[src/rtl/pot_rc_digitizer.sv]
module pot_rc_digitizer #(
  parameter int POS_W       = 8,
  parameter int SYNC_STAGES = 2
) (
  input  logic             clk,
  input  logic             rst_n,
  input  logic             tick,
  input  logic             cmp_a,
  input  logic             cmp_b,
  output logic             clamp_a,
  output logic             clamp_b,
  input  logic             rd_sel,
  output logic [POS_W-1:0] rd_data
);
  localparam int CNT_W = POS_W + 1;
  localparam logic [POS_W-1:0] POS_MAX = '1;
  localparam logic [CNT_W-1:0] CNT_LAST = '1;

  logic [CNT_W-1:0] cnt;
  logic             discharge;
  logic             win_end;
  logic             win_start;
  logic [1:0]       cmp_raw;
  logic [SYNC_STAGES-1:0] sync_q [2];
  logic [1:0]       prev_q;
  logic [1:0]       rise;
  logic [1:0]       done_q;
  logic [POS_W-1:0] pos_q [2];
  logic [POS_W-1:0] pos_a;
  logic [POS_W-1:0] pos_b;
  logic             done_a;
  logic             done_b;

  assign discharge = cnt[CNT_W-1];
  assign clamp_a   = discharge | ~rst_n;
  assign clamp_b   = discharge | ~rst_n;
  assign win_end   = tick && !discharge && (cnt[POS_W-1:0] == POS_MAX);
  assign win_start = tick && (cnt == CNT_LAST);
  assign cmp_raw   = {cmp_b, cmp_a};

  always_ff @(posedge clk or negedge rst_n) begin
    if (!rst_n) cnt <= '0;
    else if (tick) cnt <= cnt + 1'b1;
  end

  always_comb begin
    for (int ch = 0; ch < 2; ch++)
      rise[ch] = sync_q[ch][SYNC_STAGES-1] & ~prev_q[ch];
  end

  always_ff @(posedge clk or negedge rst_n) begin
    if (!rst_n) begin
      for (int ch = 0; ch < 2; ch++) begin
        sync_q[ch] <= '0;
        pos_q[ch]  <= '0;
      end
      prev_q <= '0;
      done_q <= '0;
    end else begin
      for (int ch = 0; ch < 2; ch++) begin
        sync_q[ch] <= {sync_q[ch][SYNC_STAGES-2:0], cmp_raw[ch]};
        prev_q[ch] <= sync_q[ch][SYNC_STAGES-1];
        if (win_start) begin
          done_q[ch] <= 1'b0;
        end else if (rise[ch] && !done_q[ch]) begin
          pos_q[ch]  <= cnt[POS_W-1:0];
          done_q[ch] <= 1'b1;
        end else if (win_end && !done_q[ch]) begin
          pos_q[ch]  <= POS_MAX;
          done_q[ch] <= 1'b1;
        end
      end
    end
  end

  assign pos_a   = pos_q[0];
  assign pos_b   = pos_q[1];
  assign done_a  = done_q[0];
  assign done_b  = done_q[1];
  assign rd_data = rd_sel ? pos_b : pos_a;
endmodule

[config.mk]
export PLATFORM = sky130hd
export DESIGN_NAME = pot_rc_digitizer
export DESIGN_NICKNAME = d
export VERILOG_FILES = /design/src/rtl/pot_rc_digitizer.sv
export SDC_FILE = /design/constraint.sdc
export NUM_CORES = 1
export LEC_CHECK = 0
export BUFFER_PORTS_ARGS = -buffer_cell sky130_fd_sc_hd__buf_2
export CORE_ASPECT_RATIO = 2
export CORE_MARGIN = 2
export CORE_UTILIZATION = 39
export DETAILED_ROUTE_END_ITERATION = 7
export GPL_TIMING_DRIVEN = 0
export SETUP_SLACK_MARGIN = 0.05
export SYNTH_ARGS = -nofsm -noshare
export SYNTH_HDL_FRONTEND = slang
export SYNTH_SLANG_ARGS = --single-unit
[constraint.sdc]
create_clock -name clk -period 4.49 [get_ports clk]
set_clock_uncertainty 0.1 [all_clocks]
set_input_delay 0.449 -clock clk [delete_from_list [all_inputs] [get_ports clk]]
set_output_delay 0.449 -clock clk [all_outputs]
set_load 0.1 [all_outputs]
==> metrics.cfg, run 1 <==
[clocking]
ctsHoldBuffers = 0
htreeDepth = 2
post_cts_buffers = 0
clkTransAtPathRegs_ns = 0.07
numCtsBuffers = 5
cts_tree = built
cts_root_buffer = clkbuf_8
worstSkewPairLatency_ns = 0.29
cts.path.max_buffers = 2
cts_resized = 0
clkSinkCount = 33

[critical_path]
worstPathCellList = buf_2 -> nand2b_1 -> buf_4 -> buf_2
cp_top_family = buffers and inverters
cp.required_ns = 3.94
criticalPathCategory = input port to output port
worst_setup_path_start_kind = input port
crit_buf_inv = 3
r2r_setup_slack_ns = 2.43
cp_slowest_stage_delay_ns = 0.56
crit_top_cell = buf_2
crit_path_end_kind = output port
crit_arrival_ns = 1.61
cp_slowest_cell = buf_2
cp_max_fo = 34

[run_status]
outcome = complete, no violations

[placed_design]
dp_hpwl_um = 2025
gp_congestion = 0.7555
numPortBuffers = 13
dp_cells = 178

[power_and_ir_drop]
sw_frac_of_total_pct = 38.14
vdd_ir_drop_max_uv = 290.4
switchingPower_uw = 376.7
combPwrFrac_pct = 31.9
pwr-share-seq_pct = 43.5
internal_power_uw = 611.1
power_leakage_nw = 0.8029
powerDensity_mw_per_mm2 = 572.1
p_total_uw = 987.9
clockPowerShare_pct = 24.6

[cells_and_area]
final_cells = 186
syn2layout_area_growth_pct = 15.19
final_layout_size_suffix_gt1_share_pct = 32.12
nets = 144
mostFrequentLayoutCells = dfrtp_1 (33), a21oi_1 (16), a2bb2oi_1 (16), buf_2 (15), mux2_2 (10)
final_common_cell = dfrtp_1
antennaDiodeCount = 0

[die]
die_width_um = 47.84
ios = 16
start_util_pct = 41.11
die_area_mm2 = 0.004385
coreArea_mm2 = 0.003646
fp.dieH_um = 91.68
rows = 31

[sta]
grt_setup_unrepaired = false
slew_headroom_pct = 51.61
post-route-period-util_pct = 48.09
tightest_slew_ns = 0.7258
hold_viol_final = 0
min_period_ns = 2.159
final.setup.tns_ns = 0
drv_slew = 0
timing.fmax_ghz = 0.4632
finalSetupViolCount = 0

[grt]
antenna_found_initial = 0
grt_max_degree = 35
grt_first_pass_wirelength_um = 4919
overflow = 0
grt_usage_pct = 15.57
grt_pass1_vias = 1089

[route]
ant_nets = 0
first_pass_iters = 4
drtIter0Drc = 21
num_vias = 989
avgRoutedWirePerCell_um = 15.04
drc = 0
routed_via_density = 5.317
detail_route.wirelength_um = 2798

[synthesis]
syn-num-nets = 124
yosys_warnings = 0
avgSynthCellArea_um2 = 12.92
synthCells = 116
syn-cell-area_mm2 = 0.001499
ys_seq_area_share_pct = 55.09
yosysUniqueCellTypes = 27
yosys_register_bits = 33

[flow_run]
max_cap_viol_count = 0

[hold_path]
hold_class = input port to asynchronous set/reset pin

-- cell type report --
cell class / count / area [um^2]
Clock buffer: 7 / 96.34
Tap cell: 49 / 61.31
Clock inverter: 1 / 5.005
Fill cell: 375 / 1919
Timing Repair Buffer: 13 / 65.06
Sequential cell: 33 / 825.8
Multi-Input combinational cell: 78 / 640.6
Buffer: 5 / 32.53
-- logic make-up after synthesis --
logic type,after synthesis,synth area share [%]
AOI/OAI and AO/OA,35,16.95
xor gates and xnor gates,7,4.090
adders and majority gates,2,1.669
buffers and inverters,5,2.170
DFF,33,55.09
muxes,10,7.513
and+or+nand+nor,24,12.52
-- power by group through the flow --
stage / Sequential (mW) / Clock [mW] / Combinational, mW
2_1_floorplan: 0.415 / 0 / 0.282
3_3_place_gp: 0.432 / 0 / 0.316
3_5_place_dp: 0.435 / 0 / 0.319
4_1_cts: 0.431 / 0.248 / 0.319
5_1_grt: 0.442 / 0.260 / 0.338
6_report: 0.430 / 0.243 / 0.315
-- registers in the layout, indices dropped and copies added, names as in the netlist --
register,flops
cnt,9
pos_b,8
prev_q,2
sync_q,4
pos_a,8
done_q,2
-- metrics by stage --
stage	area (um^2)	util (%)	hold slack, ns	setup slack, ns
floorplan	1499	-	0.05341	2.348
global placement	1625	44.58	0.2339	2.294
detailed placement	1625	44.58	0.2371	2.284
CTS	1727	47.36	0.1394	2.267
global route	1727	47.36	0.1635	2.157
finish	1727	47.36	0.1144	2.331
-- per-layer routing --
layer	track usage, %	share of wire, %	up-vias
met4	9.234	2.5	0
li1	-	-	470
met3	3.543	2.7	6
met1	16.39	38	494
met2	25.89	56	19
met5	0	0	-
-- Yosys cell counts (all sizes together) --
library cell	count	area [um^2]
nor2	3	11.26
nor2b	2	12.51
nor3b	1	18.77
ha	2	25.02
nor3	1	5.000
mux2	10	112.6
and3b	1	12.51
a2bb2oi	16	140.1
buf	4	28.78
xnor2	3	26.28
xor2	4	35.03
a21oi	17	96.35
nand4	4	55.05
nand2	7	31.28
and4	1	11.26
clkbuf	1	3.750
dfrtp	33	825.8
and2	1	6.260
o31a	2	17.52
nand2b	1	6.260
and3	2	17.52
-- final timing paths --
| check | startpoint | end | cells past startpoint |
|---|---|---|---|
| min reg2reg | sync_q[0] | sync_q[1] | 0 |
| max | rst_n | clamp_b | 4 |
| min in group clk | cmp_b | sync_q[0] | 1 |
| min | rst_n | prev_q[1] | 1 |
| max in group asynchronous | rst_n | cnt[7] | 1 |
| max reg2reg | cnt[3] | pos_b[5] | 6 |
(Power assumes the default switching activity.)
==> run 2, diff against run 1 <==
Settings changed: ABC_AREA from default to 1.
Clock period 4.49 ns to 1.94 ns, I/O delays scaled along.
==> run 2 against run 1 <==
First-iteration DRC count shrank 33%. Total power grew to 2.7 times the previous value. Setup slack lost 2.2 ns. Area after synthesis grew 7.5%. Register-to-register slack lost 2.3 ns. Largest cell class unchanged. Synthesized cell count grew 51%. Via count grew 19%. Die area grew 7.0%. Combinational power grew to 3.3 times the previous value. Sequential power grew 130%. The flow now finishes with violations (hold timing). Sequential share of layout area shrank 6.4 points.
==> metrics.cfg, run 2 <==
[run_status]
outcome = finished, violations left  ; was complete, no violations
violations = hold timing

[route]
ant_nets = 0  ; unchanged
detail_route.wirelength_um = 3072  ; was 2798 um
routed_via_density = 4.568  ; was 5.317
avgRoutedWirePerCell_um = 11.95  ; was 15.04 um
first_pass_iters = 4  ; unchanged
drtIter0Drc = 14  ; was 21
num_vias = 1174  ; was 989
drc = 0  ; unchanged

[synthesis]
postSynth.asyncResetShare_pct = 100.0  ; unchanged
syn-num-nets = 183  ; was 124
synthMuxAreaShare_pct = 5.590  ; was 7.513%
yosys.area_share.simple_pct = 31.29  ; was 12.52%
synth_top_family_by_area = simple AND/OR/NAND/NOR gates  ; was compound AO/OA/AOI/OAI gates
synth_edf_count = 0  ; unchanged
synth_ff_type = dfrtp_1  ; unchanged
yosysTopAreaCell = dfrtp_1  ; unchanged
synthAdderAreaFrac_pct = 1.553  ; was 1.669%
yosysTopAreaCellShare_pct = 51.24  ; was 55.09%
yosysMostFrequentCell = nand2_1  ; was dfrtp_1
yosys_register_bits = 33  ; unchanged
avgSynthCellArea_um2 = 9.209  ; was 12.92 um^2
ys_seq_area_share_pct = 51.24  ; was 55.09%
synth_area_leaders = dfrtp_1 (51%), nand2_1 (14%), nand3_1 (5.6%)  ; was dfrtp_1 (55%), a2bb2oi_1 (9.3%), mux2_2 (7.5%)
yosysUniqueCellTypes = 22  ; was 27
syn-cell-area_mm2 = 0.001612  ; was 0.001499 mm^2
synth_compound_area_share_pct = 1.009  ; was 16.94%
yosys_warnings = 0  ; unchanged
synthCells = 175  ; was 116
yosys-top-cells-count = nand2_1 (61), dfrtp_1 (33), nand3_1 (18)  ; was dfrtp_1 (33), a21oi_1 (16), a2bb2oi_1 (16)
synth_xor_area_share_pct = 3.261  ; was 4.090%

[cells_and_area]
syn2layout_area_growth_pct = 23.99  ; was 15.19%
final_util_pct = 49.38  ; was 47.36%
mostFrequentLayoutCells = nand2_1 (55), dfrtp_1 (32), nand3_1 (18), inv_1 (16), buf_2 (14)  ; was dfrtp_1 (33), a21oi_1 (16), a2bb2oi_1 (16), buf_2 (15), mux2_2 (10)
antennaDiodeCount = 0  ; unchanged
final_cells = 257  ; was 186
top_register = cnt  ; unchanged
final_common_cell = nand2_1  ; was dfrtp_1
fillers = 417  ; was 375
largest_reg_flops = 9  ; unchanged
nets = 212  ; was 144
final_layout_size_suffix_gt1_share_pct = 32.68  ; was 32.12%

[critical_path]
cp_max_fo = 8  ; was 34
criticalPathCategory = flop to flop  ; was input port to output port
crit_arrival_ns = 1.97  ; was 1.61 ns
ff2ff_path_depth = 11  ; was 6
crit_path_end_kind = flop  ; was output port
r2r_setup_slack_ns = 0.1  ; was 2.43 ns
cp.required_ns = 2.07  ; was 3.94 ns
worst_setup_path_start_kind = flop  ; was input port

[sta]
finalSetupViolCount = 0  ; unchanged
hold_viol_final = 33  ; was 0
post-route-period-util_pct = 94.89
tightest_slew_ns = 0.7452  ; was 0.7258 ns
grt_setup_unrepaired = true  ; was false
timing.fmax_ghz = 0.5432
drv_slew = 0  ; unchanged
min_period_ns = 1.841
final.setup.tns_ns = 0  ; unchanged
fin_hold_ws_ns = -0.1326  ; was 0.1144 ns
slew_headroom_pct = 50.32  ; was 51.61%

[hold_path]
hold_class = input port to asynchronous set/reset pin  ; unchanged

[clocking]
clkTransAtPathRegs_ns = 0.07  ; about the same
cts_root_buffer = clkbuf_8  ; unchanged
ctsHoldBuffers = 2  ; was 0
htreeDepth = 2  ; unchanged
cts.path.max_buffers = 2  ; unchanged
clkSinkCount = 33  ; unchanged
numCtsBuffers = 5  ; unchanged
cts_tree = built  ; unchanged
worstSkewPairLatency_ns = 0.29  ; about the same

[die]
start_util_pct = 39.83  ; was 41.11%
coreArea_mm2 = 0.004046  ; was 0.003646 mm^2
rows = 33  ; was 31
ios = 16  ; unchanged
die_width_um = 49.46  ; was 47.84 um
die_area_mm2 = 0.004694  ; was 0.004385 mm^2
fp.dieH_um = 94.91  ; was 91.68 um

[power_and_ir_drop]
powerDensity_mw_per_mm2 = 1358  ; was 572.1 mW/mm^2
power_leakage_nw = 1.052  ; was 0.8029 nW
vdd_ir_drop_max_uv = 863.3  ; was 290.4 uV
p_total_mw = 2.714  ; was 987.9 uW

[grt]
grt_pass1_vias = 1151  ; was 1089
overflow = 0  ; unchanged
antenna_found_initial = 0  ; unchanged
grt_first_pass_wirelength_um = 5195  ; was 4919 um
grt_max_degree = 35  ; unchanged
grt_usage_pct = 14.97  ; was 15.57%

[placed_design]
dp_cells = 240  ; was 178
numPortBuffers = 13  ; unchanged
dp_hpwl_um = 2183  ; was 2025 um
gp_congestion = 0.7852  ; was 0.7555

[flow_run]
max_cap_viol_count = 0  ; unchanged

run 2: report_power, final:
part	internal, mW	leakage (nW)	switching, mW
combinational	0.287	0.586	0.757
sequential	0.860	0.409	0.133
clock	0.417	0.0574	0.261
total	1.56	1.05	1.15
run 2: timing repair:
item	CTS	global route
buffers inserted	3	3
endpoints found under the setup margin	16	8
endpoints found under the hold margin	35	33
gates resized for setup	5	8
pin swaps	2	7
gates cloned	1	0
run 2: area by class of cell:
type / instances / area (um^2) / area share [%]
Sequential cell: 33 / 827.0 / 41.39
Multi-Input combinational cell: 121 / 745.7 / 37.32
Timing Repair Buffer: 21 / 142.6 / 7.138
Clock buffer: 6 / 82.58 / 4.133
Inverter: 19 / 73.82 / 3.694
Tap cell: 52 / 65.06 / 3.256
Clock inverter: 2 / 37.54 / 1.879
Buffer: 3 / 23.77 / 1.190
run 2: metrics by stage:
step | cell area (um^2) | setup WS [ns]
after floorplan | 1612 | 0.1084
after global placement | 1742 | -0.1898
after detailed placement | 1742 | -0.2070
after CTS | 1954 | 0.07751
after global routing | 1998 | 0.004958
final | 1998 | 0.09910
run 2: critical path, stage by stage (launching register included):
cell and delay (ns):
dfrtp_1 0.39, ha_2 0.21, nand2_4 0.09, nor4_4 0.04
ha_2 0.17, nand2_2 0.07, inv_4 0.04, nor2_4 0.19
nand4_4 0.17, nand2_4 0.18, nand2_1 0.07, nand2_1 0.05
run 2: cell families after synthesis:
| group | count (synthesis) |
|---|---|
| AOI/OAI and AO/OA | 3 |
| xor gates and xnor gates | 6 |
| adders and majority gates | 2 |
| buffers and inverters | 22 |
| DFF | 33 |
| muxes | 8 |
| and+or+nand+nor | 101 |
run 2: per-layer routing:
layer  up-vias  routed length, um  track usage, %
met2        15               1749           27.25
met4         0                 76           8.333
met3         5                100           3.797
met1       544               1146           15.24
li1        610                  -               -
met5         -                  0               0
run 2: path summary, 6_finish.rpt:
| kind | start | to |
|---|---|---|
| setup / recovery | cnt[0] | pos_b[1] |
| hold / removal | rst_n | pos_a[1] |
| max in group asynchronous | rst_n | cnt[4] |
| setup reg to reg | cnt[0] | pos_b[1] |
| min in group clk | tick | cnt[0] |
| hold reg to reg | sync_q[0] | sync_q[1] |
